<file path="config.mk">
export PLATFORM = sky130hd
export DESIGN_NAME = ctlbank_top
export DESIGN_NICKNAME = d
export VERILOG_FILES = /design/src/rtl/ctlbank_pkg.sv /design/src/rtl/ctlbank_plainreg.sv /design/src/rtl/ctlbank_dbuf.sv /design/src/rtl/ctlbank_cmd.sv /design/src/rtl/ctlbank_rdport.sv /design/src/rtl/ctlbank_top.sv
export SDC_FILE = /design/constraint.sdc
export NUM_CORES = 1
export LEC_CHECK = 0
export ABC_AREA = 1
export BUFFER_PORTS_ARGS = -buffer_cell sky130_fd_sc_hd__buf_2
export CAP_MARGIN = 20
export CORE_ASPECT_RATIO = 1.2
export CORE_MARGIN = 2
export CORE_UTILIZATION = 48
export DETAILED_ROUTE_END_ITERATION = 16
export PLACE_DENSITY = 0.87
export SYNTH_ARGS = -nofsm -noshare
export SYNTH_HDL_FRONTEND = slang
export SYNTH_SLANG_ARGS = --single-unit
export TNS_END_PERCENT = 10
</file>
<file path="constraint.sdc">
create_clock -name clk -period 1.5 [get_ports clk]
set_input_delay 0.075 -clock clk [delete_from_list [all_inputs] [get_ports clk]]
set_output_delay 0.075 -clock clk [all_outputs]
set_load 0.03 [all_outputs]
</file>
<file path="src/rtl/ctlbank_pkg.sv">
package ctlbank_pkg;

    localparam int ADDR_W = 8;
    localparam int DATA_W = 8;
    localparam int NUM_LOOP_REGS = 3;

    typedef logic [DATA_W-1:0] byte_t;

    localparam byte_t A_INCTL = 8'h00;
    localparam byte_t A_LOOP  = 8'h01;
    localparam byte_t A_FBLO  = 8'h02;
    localparam byte_t A_FBHI  = 8'h03;
    localparam byte_t A_ALIGN = 8'h05;
    localparam byte_t A_OUTEN = 8'h06;
    localparam byte_t A_CMD   = 8'h08;
    localparam byte_t A_IDV   = 8'h10;
    localparam byte_t A_IDR   = 8'h11;
    localparam byte_t A_STAT  = 8'h12;

    typedef enum logic [3:0] {
        RS_ZERO, RS_INCTL, RS_LOOP, RS_FBLO, RS_FBHI,
        RS_ALIGN, RS_OUTEN, RS_IDV, RS_IDR, RS_STAT
    } rsel_e;

    typedef struct packed {
        logic pll;
        logic aln;
    } commit_t;

    typedef struct packed {
        logic [2:0]  cp_gain;
        logic [1:0]  post_sel;
        logic [11:0] fb_div;
    } loop_cfg_t;

    function automatic rsel_e decode_addr(input byte_t a);
        case (a)
            A_INCTL: return RS_INCTL;
            A_LOOP:  return RS_LOOP;
            A_FBLO:  return RS_FBLO;
            A_FBHI:  return RS_FBHI;
            A_ALIGN: return RS_ALIGN;
            A_OUTEN: return RS_OUTEN;
            A_IDV:   return RS_IDV;
            A_IDR:   return RS_IDR;
            A_STAT:  return RS_STAT;
            default: return RS_ZERO;
        endcase
    endfunction

    function automatic commit_t decode_cmd(input byte_t d, input logic [3:0] pll_key,
                                           input logic [3:0] aln_key);
        commit_t c;
        c.pll = (d[7:4] == pll_key);
        c.aln = (d[3:0] == aln_key);
        return c;
    endfunction

    function automatic byte_t loop_addr(input int idx);
        return A_LOOP + byte_t'(idx);
    endfunction

    function automatic byte_t loop_rst(input int idx);
        case (idx)
            0:       return 8'h00;
            1:       return 8'hFF;
            default: return 8'h0F;
        endcase
    endfunction

    function automatic byte_t loop_mask(input int idx);
        case (idx)
            0:       return 8'h37;
            1:       return 8'hFF;
            default: return 8'h0F;
        endcase
    endfunction

    function automatic loop_cfg_t unpack_loop(input byte_t r0, input byte_t r1, input byte_t r2);
        loop_cfg_t c;
        c.cp_gain  = r0[2:0];
        c.post_sel = r0[5:4];
        c.fb_div   = {r2[3:0], r1};
        return c;
    endfunction

endpackage

</file>
<file path="src/rtl/ctlbank_plainreg.sv">
module ctlbank_plainreg
    import ctlbank_pkg::*;
#(
    parameter byte_t RST_VAL = 8'h00
) (
    input  logic  clk,
    input  logic  rst,
    input  logic  wr_hit,
    input  byte_t wdata,
    output byte_t value
);

    always_ff @(posedge clk) begin
        if (rst)         value <= RST_VAL;
        else if (wr_hit) value <= wdata;
    end

endmodule

</file>
<file path="src/rtl/ctlbank_dbuf.sv">
module ctlbank_dbuf
    import ctlbank_pkg::*;
#(
    parameter byte_t RST_VAL = 8'h00,
    parameter byte_t WMASK   = 8'hFF
) (
    input  logic  clk,
    input  logic  rst,
    input  logic  wr_hit,
    input  byte_t wdata,
    input  logic  commit,
    output byte_t shadow,
    output byte_t working
);

    localparam byte_t RST_MASKED = RST_VAL & WMASK;

    always_ff @(posedge clk) begin
        if (rst)         shadow <= RST_MASKED;
        else if (wr_hit) shadow <= wdata & WMASK;
    end

    always_ff @(posedge clk) begin
        if (rst)         working <= RST_MASKED;
        else if (commit) working <= shadow;
    end

    AST_WORK_HOLD: assert property (@(posedge clk) disable iff (rst)
        !$past(commit) |-> $stable(working)) else $error("working copy moved without commit");

endmodule

</file>
<file path="src/rtl/ctlbank_cmd.sv">
module ctlbank_cmd
    import ctlbank_pkg::*;
#(
    parameter logic [3:0] PLL_KEY = 4'h5,
    parameter logic [3:0] ALN_KEY = 4'hA
) (
    input  logic    clk,
    input  logic    rst,
    input  logic    wr_hit,
    input  byte_t   wdata,
    output commit_t commit,
    output commit_t pulse
);

    always_comb begin
        commit = '0;
        if (wr_hit) commit = decode_cmd(wdata, PLL_KEY, ALN_KEY);
    end

    always_ff @(posedge clk) begin
        if (rst) pulse <= '0;
        else     pulse <= commit;
    end

endmodule

</file>
<file path="src/rtl/ctlbank_rdport.sv">
module ctlbank_rdport
    import ctlbank_pkg::*;
#(
    parameter byte_t      ID_VER   = 8'h18,
    parameter byte_t      ID_REV   = 8'h01,
    parameter logic [5:0] REV_CODE = 6'd0
) (
    input  logic  clk,
    input  logic  rst,
    input  logic  rd,
    input  byte_t addr,
    input  byte_t inctl,
    input  byte_t loop0,
    input  byte_t loop1,
    input  byte_t loop2,
    input  byte_t align,
    input  byte_t outen,
    input  logic  aln_locked,
    input  logic  pll_locked,
    output byte_t rdata
);

    rsel_e sel;
    byte_t mux;

    assign sel = decode_addr(addr);

    always_comb begin
        unique case (sel)
            RS_INCTL: mux = inctl;
            RS_LOOP:  mux = loop0;
            RS_FBLO:  mux = loop1;
            RS_FBHI:  mux = loop2;
            RS_ALIGN: mux = {REV_CODE, align[1:0]};
            RS_OUTEN: mux = outen;
            RS_IDV:   mux = ID_VER;
            RS_IDR:   mux = ID_REV;
            RS_STAT:  mux = {6'd0, pll_locked, aln_locked};
            default:  mux = '0;
        endcase
    end

    always_ff @(posedge clk) begin
        if (rst)     rdata <= '0;
        else if (rd) rdata <= mux;
    end

    AST_RD_HOLD: assert property (@(posedge clk) disable iff (rst)
        !$past(rd) |-> $stable(rdata)) else $error("read data moved without strobe");
    AST_UNMAPPED_ZERO: assert property (@(posedge clk) disable iff (rst)
        (rd && decode_addr(addr) == RS_ZERO) |=> (rdata == '0)) else $error("unmapped read nonzero");
    AST_STAT_RSVD: assert property (@(posedge clk) disable iff (rst)
        (rd && addr == A_STAT) |=> (rdata[7:2] == '0)) else $error("status reserved bits set");
    AST_ID_FIXED: assert property (@(posedge clk) disable iff (rst)
        (rd && addr == A_IDV) |=> (rdata == ID_VER)) else $error("id byte wrong");

endmodule

</file>
<file path="src/rtl/ctlbank_top.sv">
module ctlbank_top
    import ctlbank_pkg::*;
#(
    parameter logic [3:0] PLL_KEY   = 4'h5,
    parameter logic [3:0] ALN_KEY   = 4'hA,
    parameter byte_t      ID_VER    = 8'h18,
    parameter byte_t      ID_REV    = 8'h01,
    parameter logic [5:0] REV_CODE  = 6'd0,
    parameter byte_t      INCTL_RST = 8'h41,
    parameter byte_t      OUTEN_RST = 8'h1D,
    parameter byte_t      ALIGN_RST = 8'h03
) (
    input  logic        clk,
    input  logic        rst,
    input  logic [7:0]  reg_addr,
    input  logic [7:0]  reg_wdata,
    input  logic        reg_wr,
    input  logic        reg_rd,
    input  logic        aln_locked,
    input  logic        pll_locked,
    output logic [7:0]  reg_rdata,
    output logic [7:0]  in_ctl,
    output logic [7:0]  out_en_ctl,
    output logic [2:0]  cp_gain,
    output logic [1:0]  post_div_sel,
    output logic [11:0] fb_div,
    output logic [1:0]  aln_res,
    output logic        pll_rst_pulse,
    output logic        aln_rst_pulse
);

    commit_t   commit, pulse;
    byte_t     loop_sh [NUM_LOOP_REGS];
    byte_t     loop_wk [NUM_LOOP_REGS];
    byte_t     align_sh, align_wk;
    loop_cfg_t loop_cfg;

    ctlbank_plainreg #(.RST_VAL(INCTL_RST)) u_inctl (
        .clk(clk), .rst(rst), .wr_hit(reg_wr && reg_addr == A_INCTL),
        .wdata(reg_wdata), .value(in_ctl));

    ctlbank_plainreg #(.RST_VAL(OUTEN_RST)) u_outen (
        .clk(clk), .rst(rst), .wr_hit(reg_wr && reg_addr == A_OUTEN),
        .wdata(reg_wdata), .value(out_en_ctl));

    ctlbank_cmd #(.PLL_KEY(PLL_KEY), .ALN_KEY(ALN_KEY)) u_cmd (
        .clk(clk), .rst(rst), .wr_hit(reg_wr && reg_addr == A_CMD),
        .wdata(reg_wdata), .commit(commit), .pulse(pulse));

    for (genvar gi = 0; gi < NUM_LOOP_REGS; gi++) begin : g_loop
        ctlbank_dbuf #(.RST_VAL(loop_rst(gi)), .WMASK(loop_mask(gi))) u_reg (
            .clk(clk), .rst(rst), .wr_hit(reg_wr && reg_addr == loop_addr(gi)),
            .wdata(reg_wdata), .commit(commit.pll),
            .shadow(loop_sh[gi]), .working(loop_wk[gi]));
    end

    ctlbank_dbuf #(.RST_VAL(ALIGN_RST), .WMASK(8'h03)) u_align (
        .clk(clk), .rst(rst), .wr_hit(reg_wr && reg_addr == A_ALIGN),
        .wdata(reg_wdata), .commit(commit.aln),
        .shadow(align_sh), .working(align_wk));

    ctlbank_rdport #(.ID_VER(ID_VER), .ID_REV(ID_REV), .REV_CODE(REV_CODE)) u_rd (
        .clk(clk), .rst(rst), .rd(reg_rd), .addr(reg_addr),
        .inctl(in_ctl), .loop0(loop_sh[0]), .loop1(loop_sh[1]), .loop2(loop_sh[2]),
        .align(align_sh), .outen(out_en_ctl),
        .aln_locked(aln_locked), .pll_locked(pll_locked), .rdata(reg_rdata));

    assign loop_cfg      = unpack_loop(loop_wk[0], loop_wk[1], loop_wk[2]);
    assign cp_gain       = loop_cfg.cp_gain;
    assign post_div_sel  = loop_cfg.post_sel;
    assign fb_div        = loop_cfg.fb_div;
    assign aln_res       = align_wk[1:0];
    assign pll_rst_pulse = pulse.pll;
    assign aln_rst_pulse = pulse.aln;

    AST_PLL_PULSE_SRC: assert property (@(posedge clk) disable iff (rst)
        pll_rst_pulse |-> $past(reg_wr && reg_addr == A_CMD && reg_wdata[7:4] == PLL_KEY))
        else $error("loop pulse without command");
    AST_ALN_PULSE_SRC: assert property (@(posedge clk) disable iff (rst)
        aln_rst_pulse |-> $past(reg_wr && reg_addr == A_CMD && reg_wdata[3:0] == ALN_KEY))
        else $error("aligner pulse without command");
    AST_PULSE_SINGLE: assert property (@(posedge clk) disable iff (rst)
        (pll_rst_pulse && !$past(reg_wr && reg_addr == A_CMD)) |=> !pll_rst_pulse)
        else $error("loop pulse too long");
    AST_FB_HOLD: assert property (@(posedge clk) disable iff (rst)
        !pll_rst_pulse |-> $stable(fb_div)) else $error("divider moved without pulse");

endmodule

</file>
==> flow_summary.yaml, run 1 <==
run_status:
  outcome: "completed"
timing:
  slew_headroom: 0.734
  period_share: 0.959
  max_freq_mhz: 695
  timing.clock.skew_ps: 6.61
  finalHoldWorstSlack_ps: 41.7
  tns_ps: 0
  worst-slew-pin-transition_ps: 397
  final.setup.worst_slack_ps: 61.1
  hold_viol: 0
  setup_violations: 0
  fin_crit_ps: 1440
  report.final.slew_viol_count: 0
min_path:
  worst_hold_path_type: "primary input to flop"
  timing.hold.worst_endpoint: "u_outen.value[6]"
  hold_path_depth: 3
  hp-start: "reg_wdata[6]"
critical_path:
  critPathLaunch: "reg_addr[1]"
  worst_setup_path_start_kind: "primary input"
  worst_setup_path_end_kind: "flop"
  critical_path.slowest_cell: "ha_4"
  crit_fanout: 6
  reg2reg_slack_ps: 470
  crit_arrival_ps: 1660
  timing.critical_path.mode_cell: "nand2_1"
  r2r-end: "u_rd.rdata[1]"
  crit_chain: "buf_2 -> inv_2 -> ha_4 -> inv_1 -> nor2_2 -> nand2_2 -> nor2_4 -> nor2_4 -> buf_12 -> nand3_1 -> nand2_1 -> nor2_2 -> nand2_1 -> nand2_1 -> a21oi_2"
  timing_worst_setup_path_type: "primary input to flop"
  slowest_delay_ps: 270
  required_ps: 1720
  r2r_cells: 6
  critical_path.reg2reg.startpoint: "u_outen.value[1]"
place:
  place_inst: 548
  detail_placement_hpwl_um: 6040
  placement_stage_cell_area_um2: 3520
  routabilityCongestion: 0.924
  pre_cts_ws_ps: -320
  port-buffer-count: 66
floorplanning:
  initial_core_util: 0.500
  ioPinCount: 67
  core-area_um2: 5710
  die_area_um2: 6570
  die_width_um: 74.3
  dieHeight_um: 88.4
  floorplan.rows: 30
global_routing:
  grt_start_max_net_pins: 55
  antenna_found_initial: 0
  grt_first_pass_wirelength_um: 13100
  first_global_vias: 2883
  globalRouteTotalUtil: 0.264
  globalRouteOverflowTotal: 0
clock_network:
  clock_tree.buffer_depth: 2
  path_clk_slew_ps: 60
  cts-htree-levels: 3
  cts-root-buf: "clkbuf_8"
  clock_tree_from_tritoncts: "done"
  clk_latency_ps: 340
  cts.sink_count: 64
  total_cts_buffers: 9
run:
  number_of_violations_of_the_max_capacitance_limit: 0
drt:
  drt_first_pass_iters: 5
  routed_wire_length_um: 8630
  drt-initial-drc-count: 339
  num_vias: 3126
  route.detailed.wl_per_inst_um: 15.1
  route.detailed.drc: 0
  drt-vias-per-instance: 5.47
  antenna_left: 0
logic_synthesis:
  synth_async_sr_flop_share: 0
  yosysUniqueCellTypes: 27
  synth-seq-area-share: 0.450
  ys_top_cells_by_area: "dfxtp_1 (45%), nand2_1 (11%), o211ai_1 (7.6%)"
  synth.cells.most_frequent: "nand2_1 (86), dfxtp_1 (64), nand3_1 (36)"
  synth_top_flop_cell: "dfxtp_1"
  postSynthCellCount: 376
  yosysTopAreaCellShare: 0.450
  synth_seq_cells: 64
  yosys_warnings: 0
  synth_most_common_cell: "nand2_1"
  synth_edf_count: 0
  mappedNetlistArea_um2: 2850
  avgSynthCellArea_um2: 7.58
  synth.net_count: 402
  synth_largest_area_cell: "dfxtp_1"
cells_and_area:
  final_core_utilization: 0.679
  areaGrowthSynthToFinish_pct: 36.0
  final_cell_area_um2: 3870
  antennaDiodeCount: 0
  layout.cells.non_filler: 571
  layout-drive-gt1-share: 0.322
  final_nets: 512
power_and_ir_drop:
  design_power_total_mw: 3.59
  vdd_ir_drop_max_mv: 0.519
  p_per_area_nw_per_um2: 927
  cellLeakagePower_nw: 1.96
-- how the worst max path moves through the flow --
stage                     slack (ps)             to  depth (start not counted)
final                             60  u_rd.rdata[1]                         15
after global routing             -30  u_rd.rdata[1]                         15
after CTS                         70  u_rd.rdata[5]                         15
after detailed placement        -320  u_rd.rdata[7]                         13
after global placement          -230  u_rd.rdata[0]                         13
after floorplan                   20  u_rd.rdata[1]                         14
-- cell families after synthesis --
group / synth area share
buf+inv: 0.0694
fa+ha+maj: 0.0176
compound gates: 0.175
simple gates: 0.288
flops: 0.450
-- per-layer routing --
| layer | GRT usage | part of all wire | up-vias |
|---|---|---|---|
| met5 | 0 | 0 | - |
| met4 | 0.141 | 0.056 | 0 |
| met3 | 0.0592 | 0.074 | 45 |
| met2 | 0.453 | 0.50 | 186 |
| met1 | 0.305 | 0.37 | 1406 |
| li1 | - | - | 1489 |
-- layout make-up --
| type | instances | area, µm² |
|---|---|---|
| Inverter | 38 | 143 |
| Clock inverter | 3 | 65.1 |
| Tap cell | 80 | 100 |
| Sequential cell | 64 | 1280 |
| Clock buffer | 13 | 149 |
| Timing Repair Buffer | 110 | 688 |
| Multi-Input combinational cell | 263 | 1450 |
| Fill cell | 458 | 1830 |
-- sequential cells by signal (all words and copies together) (netlist names) --
signal	count
g_loop.u_reg.working	17
u_inctl.value	8
u_align.working	2
u_align.shadow	2
u_outen.value	8
u_cmd.pulse	2
g_loop.u_reg.shadow	17
u_rd.rdata	8
-- timing repair --
item	4_1_cts	5_1_grt
gates resized for setup	1	18
hold buffers	2	0
endpoints found under the hold margin	2	0
buffers inserted	0	5
pin swaps	0	9
endpoints found under the setup margin	1	8
-- cells in the final DEF, fill, tap and decap left out, drive strengths merged --
cell           n
buf          107
nand2         93
dfxtp         64
nand3         38
inv           37
nor2          37
o211ai        29
a21oi         26
o21ai         25
clkbuf        14
nand4          7
ha             4
nor4           3
bufinv         2
dlygate4sd3    2
clkinv         2
nor3           1
-- power by group --
part	switching [mW]	internal, mW	total (mW)
clock	0.632	0.981	1.61
combinational	0.167	0.107	0.274
sequential	0.00288	1.70	1.71
-- critical path, delay by kind of cell --
kind                       cells  cell delay, ps
AOI/OAI and AO/OA              1              50
buffers and inverters          4             330
adders and majority gates      1             270
and+or+nand+nor                9             930
Power figures use the tool's default switching activity.
==> run 2, diff against run 1 <==
--- a/config.mk
+++ b/config.mk
@@ -10,9 +10,9 @@
 export CAP_MARGIN = 20
 export CORE_ASPECT_RATIO = 1.2
 export CORE_MARGIN = 2
-export CORE_UTILIZATION = 48
+export CORE_UTILIZATION = 57
 export DETAILED_ROUTE_END_ITERATION = 16
-export PLACE_DENSITY = 0.87
+export PLACE_DENSITY = 0.95
 export SYNTH_ARGS = -nofsm -noshare
 export SYNTH_HDL_FRONTEND = slang
 export SYNTH_SLANG_ARGS = --single-unit
==> constraint.sdc (replaced) <==
create_clock -name clk -period 1.8 [get_ports clk]
set_input_delay 0.09 -clock clk [delete_from_list [all_inputs] [get_ports clk]]
set_output_delay 0.09 -clock clk [all_outputs]
set_load 0.03 [all_outputs]
==> run 2 against run 1 <==
  * Combinational power decreased by 37%
  * Setup slack improved by 180 ps
  * Sequential cell count unchanged
  * Wire length decreased by 11%
  * Largest cell class unchanged
  * Highest routed layer unchanged
  * Clock-buffer cell count decreased by 1
==> flow_summary.yaml, run 2 (same netlist as run 1, synthesis figures left out) <==
clock_network:
  clock_tree_from_tritoncts: "done"
  cts.sink_count: 64
  cts_setup_buffers: 0
  clock_tree.buffer_depth: 2
  cts-root-buf: "clkbuf_8"
  cts-htree-levels: 3
  clk_latency_ps: 350
  path_clk_slew_ps: 70
  total_cts_buffers: 9
cells_and_area:
  largestRegisters: "g_loop.u_reg.shadow x17, g_loop.u_reg.working x17"
  multi_input_gate_area_um2: 1370
  layout-drive-gt1-share: 0.246
  areaGrowthSynthToFinish_pct: 22.0
  final_nets: 478
  final-seq-area_um2: 1280
  layout_common_cells: "nand2_1 (86), buf_2 (66), dfxtp_1 (64)"
  final_common_cell: "nand2_1"
  layout.cells.non_filler: 516
  final_cell_area_um2: 3480
  filler_cell_count: 371
  antennaDiodeCount: 0
place:
  placement_stage_cell_area_um2: 3280
  detail_placement_hpwl_um: 5660
  pre_cts_ws_ps: -47.9
  port-buffer-count: 66
  place_inst: 500
  routabilityCongestion: 0.928
drt:
  routed_wire_length_um: 7660
  drt-vias-per-instance: 5.70
  route.detailed.drc: 0
  drt-initial-drc-count: 269
  antenna_left: 0
  num_vias: 2943
  route.detailed.wl_per_inst_um: 14.8
  drt_first_pass_iters: 5
critical_path:
  crit_arrival_ps: 1840
  timing_worst_setup_path_type: "primary input to flop"
  worst_setup_path_end_kind: "flop"
  required_ps: 2080
  worst_setup_path_start_kind: "primary input"
  crit_fanout: 12
global_routing:
  grt_first_pass_wirelength_um: 11900
  antenna_found_initial: 0
  globalRouteTotalUtil: 0.293
  first_global_vias: 2685
  globalRouteOverflowTotal: 0
  grt_start_max_net_pins: 50
floorplanning:
  floorplan.rows: 28
  dieHeight_um: 81.5
  ioPinCount: 67
  core-area_um2: 4870
  initial_core_util: 0.585
  die_area_um2: 5580
  die_width_um: 68.6
timing:
  period_share: 0.864
  setup_violations: 0
  hold_viol: 0
  tns_ps: 0
  final.setup.worst_slack_ps: 244
  worst-slew-pin-transition_ps: 527
  max_freq_mhz: 643
  rsz0062_at_grt: "no"
  report.final.slew_viol_count: 0
  slew_headroom: 0.646
  fin_crit_ps: 1560
  timing.clock.skew_ps: 4.75
power_and_ir_drop:
  design_power_total_mw: 2.79
  cellLeakagePower_nw: 1.77
  share_seq_of_total_power: 0.510
  power_report.internal_total_mw: 2.14
  switchingPower_mw: 0.650
  share_clk_of_total_power: 0.429
  p_sw_frac: 0.233
  combinationalPowerShare: 0.062
  vdd_ir_drop_max_mv: 0.523
  p_per_area_nw_per_um2: 802
min_path:
  worst_hold_path_type: "primary input to flop"
run_status:
  outcome: "completed"
run:
  number_of_violations_of_the_max_capacitance_limit: 0
-- run 2: layer usage --
layer | routed length [µm] | global-route usage
met5 | 0 | 0
met4 | 320 | 0.174
met3 | 650 | 0.0740
met2 | 3790 | 0.483
met1 | 2900 | 0.335
-- run 2: stage by stage --
stage | util | hold WS (ps)
floorplan | - | 216
CTS | 0.714 | 6.36
finish | 0.714 | 24.6
detailed placement | 0.674 | 342
global placement | 0.674 | 337
global route | 0.714 | 42.0
-- run 2: power groups by stage --
stage          Clock (mW)  Combinational, mW  Sequential [mW]
2_1_floorplan           0             0.0955             1.46
3_3_place_gp            0              0.162             1.45
3_5_place_dp            0              0.166             1.45
4_1_cts              1.20              0.169             1.42
5_1_grt              1.26              0.187             1.42
6_report             1.20              0.172             1.42
-- run 2: worst paths after layout --
path / start / to / slack (ps) / cells after the start
setup / recovery: reg_addr[0] / u_rd.rdata[1] / 240 / 13
hold / removal: reg_wdata[0] / u_align.shadow[0] / 20 / 3
setup reg to reg: u_outen.value[1] / u_rd.rdata[1] / 830 / 6
hold reg to reg: u_rd.rdata[6] / u_rd.rdata[6] / 470 / 2
-- run 2: timing repair --
action | in CTS | in global routing
hold buffers | 1 | 0
endpoints found under the hold margin | 1 | 0
gates resized for setup | 0 | 0
-- run 2: worst max-delay path, stage by stage --
cell and delay (ps):
buf_2 110, inv_1 70, ha_1 330, nand3_1 80
nand3_1 150, nand2_2 90, nor2_2 350, nand3_1 170
nand2_1 110, nor2_1 60, nand2_1 70, nand2_1 60
a21oi_2 110
-- run 2: cell type report --
class,count,area share
Multi-Input combinational cell,263,0.394
Sequential cell,64,0.368
Timing Repair Buffer,76,0.121
Clock buffer,12,0.0417
Inverter,38,0.0410
Tap cell,60,0.0216
Clock inverter,3,0.0122
==> run 3, diff against run 2 <==
--- a/config.mk
+++ b/config.mk
@@ -6,13 +6,13 @@
 export NUM_CORES = 1
 export LEC_CHECK = 0
 export ABC_AREA = 1
-export BUFFER_PORTS_ARGS = -buffer_cell sky130_fd_sc_hd__buf_2
 export CAP_MARGIN = 20
 export CORE_ASPECT_RATIO = 1.2
 export CORE_MARGIN = 2
-export CORE_UTILIZATION = 57
+export CORE_UTILIZATION = 65
 export DETAILED_ROUTE_END_ITERATION = 16
-export PLACE_DENSITY = 0.95
+export DONT_BUFFER_PORTS = 1
+export PLACE_DENSITY = 0.92
 export SYNTH_ARGS = -nofsm -noshare
 export SYNTH_HDL_FRONTEND = slang
 export SYNTH_SLANG_ARGS = --single-unit
==> run 3 against run 2 <==
  * Clock skew decreased by 0.53 ps
  * Wire length increased by 1.7%
  * Global-route usage is 3.9 points higher
  * Setup slack worse by 62 ps
  * Sequential cell count unchanged
  * Critical path type unchanged
  * Highest routed layer unchanged
  * Clock power is 6% higher
  * Die area is 12% lower
  * Cell count fell by 12%
  * Largest power group unchanged
==> flow_summary.yaml, run 3 (same netlist as run 1, synthesis figures left out) <==
power_and_ir_drop:
  cellLeakagePower_nw: 1.54
  vdd_ir_drop_max_mv: 0.704
  p_per_area_nw_per_um2: 879
timing:
  fin_crit_ps: 1620
  slew_headroom: 0.629
  setup_violations: 0
  rsz0062_at_grt: "no"
  max_freq_mhz: 618
  report.final.slew_viol_count: 0
  finalHoldWorstSlack_ps: 17.4
  hold_viol: 0
  final.setup.worst_slack_ps: 182
  tns_ps: 0
  worst-slew-pin-transition_ps: 551
  period_share: 0.899
  timing.clock.skew_ps: 4.22
cells_and_area:
  final_common_cell: "nand2_1"
  layout-drive-gt1-share: 0.121
  final_nets: 419
  largestRegisters: "g_loop.u_reg.shadow x17, g_loop.u_reg.working x17"
  areaGrowthSynthToFinish_pct: 13.4
  antennaDiodeCount: 0
  layout_common_cells: "nand2_1 (86), dfxtp_1 (64), nand3_1 (36)"
run_status:
  outcome: "completed"
floorplanning:
  initial_core_util: 0.674
  die_area_um2: 4930
  floorplan.rows: 26
  die_width_um: 64.5
  core-area_um2: 4230
  ioPinCount: 67
  dieHeight_um: 76.5
critical_path:
  critical_path.slowest_cell: "dlygate4sd3_1"
  slowest_delay_ps: 520
  critical_path.reg2reg.startpoint: "u_outen.value[0]"
  worst_setup_path_start_kind: "primary input"
  reg2reg_slack_ps: 630
  timing_worst_setup_path_type: "primary input to flop"
  r2r_cells: 6
  r2r-end: "u_rd.rdata[0]"
  required_ps: 2080
  crit_chain: "dlygate4sd3_1 -> inv_1 -> nor4_1 -> nand2_1 -> inv_1 -> nor2_1 -> nor2_1"
  crit_arrival_ps: 1900
  worst_setup_path_end_kind: "flop"
  crit_fanout: 12
clock_network:
  clk_latency_ps: 350
  clock_tree_from_tritoncts: "done"
  cts.sink_count: 64
  clock_tree.buffer_depth: 2
  ctsResizeCount: 0
  total_cts_buffers: 9
  cts-htree-levels: 3
  path_clk_slew_ps: 80
  cts-root-buf: "clkbuf_8"
min_path:
  hp-start: "reg_wdata[2]"
  worst_hold_path_type: "primary input to flop"
  hold_path_depth: 2
  timing.hold.worst_endpoint: "g_loop[0].u_reg.shadow[2]"
drt:
  antenna_left: 0
  num_vias: 2708
  drt-vias-per-instance: 5.96
  route.detailed.drc: 0
  route.detailed.wl_per_inst_um: 17.2
  routed_wire_length_um: 7790
  drt_first_pass_iters: 6
  drt-initial-drc-count: 289
global_routing:
  globalRouteTotalUtil: 0.331
  globalRouteOverflowTotal: 0
  grt_first_pass_wirelength_um: 12400
  antenna_found_initial: 0
  first_global_vias: 2626
  grt_start_max_net_pins: 39
place:
  routabilityCongestion: 0.871
  detail_placement_hpwl_um: 5510
  pre_cts_ws_ps: 67.8
  port-buffer-count: 0
run:
  number_of_violations_of_the_max_capacitance_limit: 0
## run 3: cell types whose count changed in the layout (fill, tap and decap cells not counted)
cell / previous run / this run
buf_2: 66 / 0
buf_4: 8 / 7
clkbuf_1: 2 / 0
clkinv_4: 0 / 1
clkinvlp_4: 1 / 2
dlygate4sd3_1: 1 / 9
inv_6: 0 / 1
## run 3: area by class of cell
class                           instances  area, µm²
Clock buffer                           10        138
Clock inverter                          6       67.6
Fill cell                             322        996
Inverter                               38        143
Multi-Input combinational cell        263       1370
Sequential cell                        64       1280
Tap cell                               56       70.1
Timing Repair Buffer                   17        163
## run 3: critical path, delay by kind of cell
kind / cells / cell delay, ps
buffers and inverters: 3 / 940
and+or+nand+nor: 4 / 870
## run 3: metrics by stage
step	std cells	util	area, µm²	total power [mW]
after CTS	454	0.764	3230	2.85
final	454	0.764	3230	2.84
after global routing	454	0.764	3230	2.92
after global placement	429	0.695	2940	1.58
after detailed placement	429	0.695	2940	1.58
after floorplan	376	-	2850	1.55
## run 3: worst max path at each step
stage	start	endpoint	slack [ps]	cells past startpoint
final	reg_wdata[6]	g_loop[0].u_reg.working[2]	180	7
after global routing	reg_wdata[6]	g_loop[0].u_reg.working[4]	90	7
after CTS	reg_wdata[6]	g_loop[0].u_reg.working[0]	290	7
after detailed placement	reg_addr[0]	u_rd.rdata[6]	70	12
after global placement	reg_addr[0]	u_rd.rdata[0]	110	12
after floorplan	reg_addr[0]	u_rd.rdata[1]	300	14
## run 3: metal layers
layer | track usage | routed length (µm) | up-vias | share of wire
met5 | 0 | 0 | - | 0
met4 | 0.130 | 231 | 0 | 0.030
met3 | 0.105 | 554 | 25 | 0.071
met2 | 0.572 | 4010 | 129 | 0.51
met1 | 0.375 | 3000 | 1255 | 0.38
li1 | - | - | 1299 | -
## run 3: power breakdown
group          switching, mW  internal (mW)  leakage [nW]
sequential           0.00718           1.42         0.517
combinational          0.102         0.0456         0.926
clock                  0.588          0.681        0.0989
## run 3: repair_timing
item | 4_1_cts | 5_1_grt
endpoints found under the hold margin | 23 | 0
hold buffers | 9 | 0
setup endpoints to repair | 0 | 0
setup buffers | 0 | 0
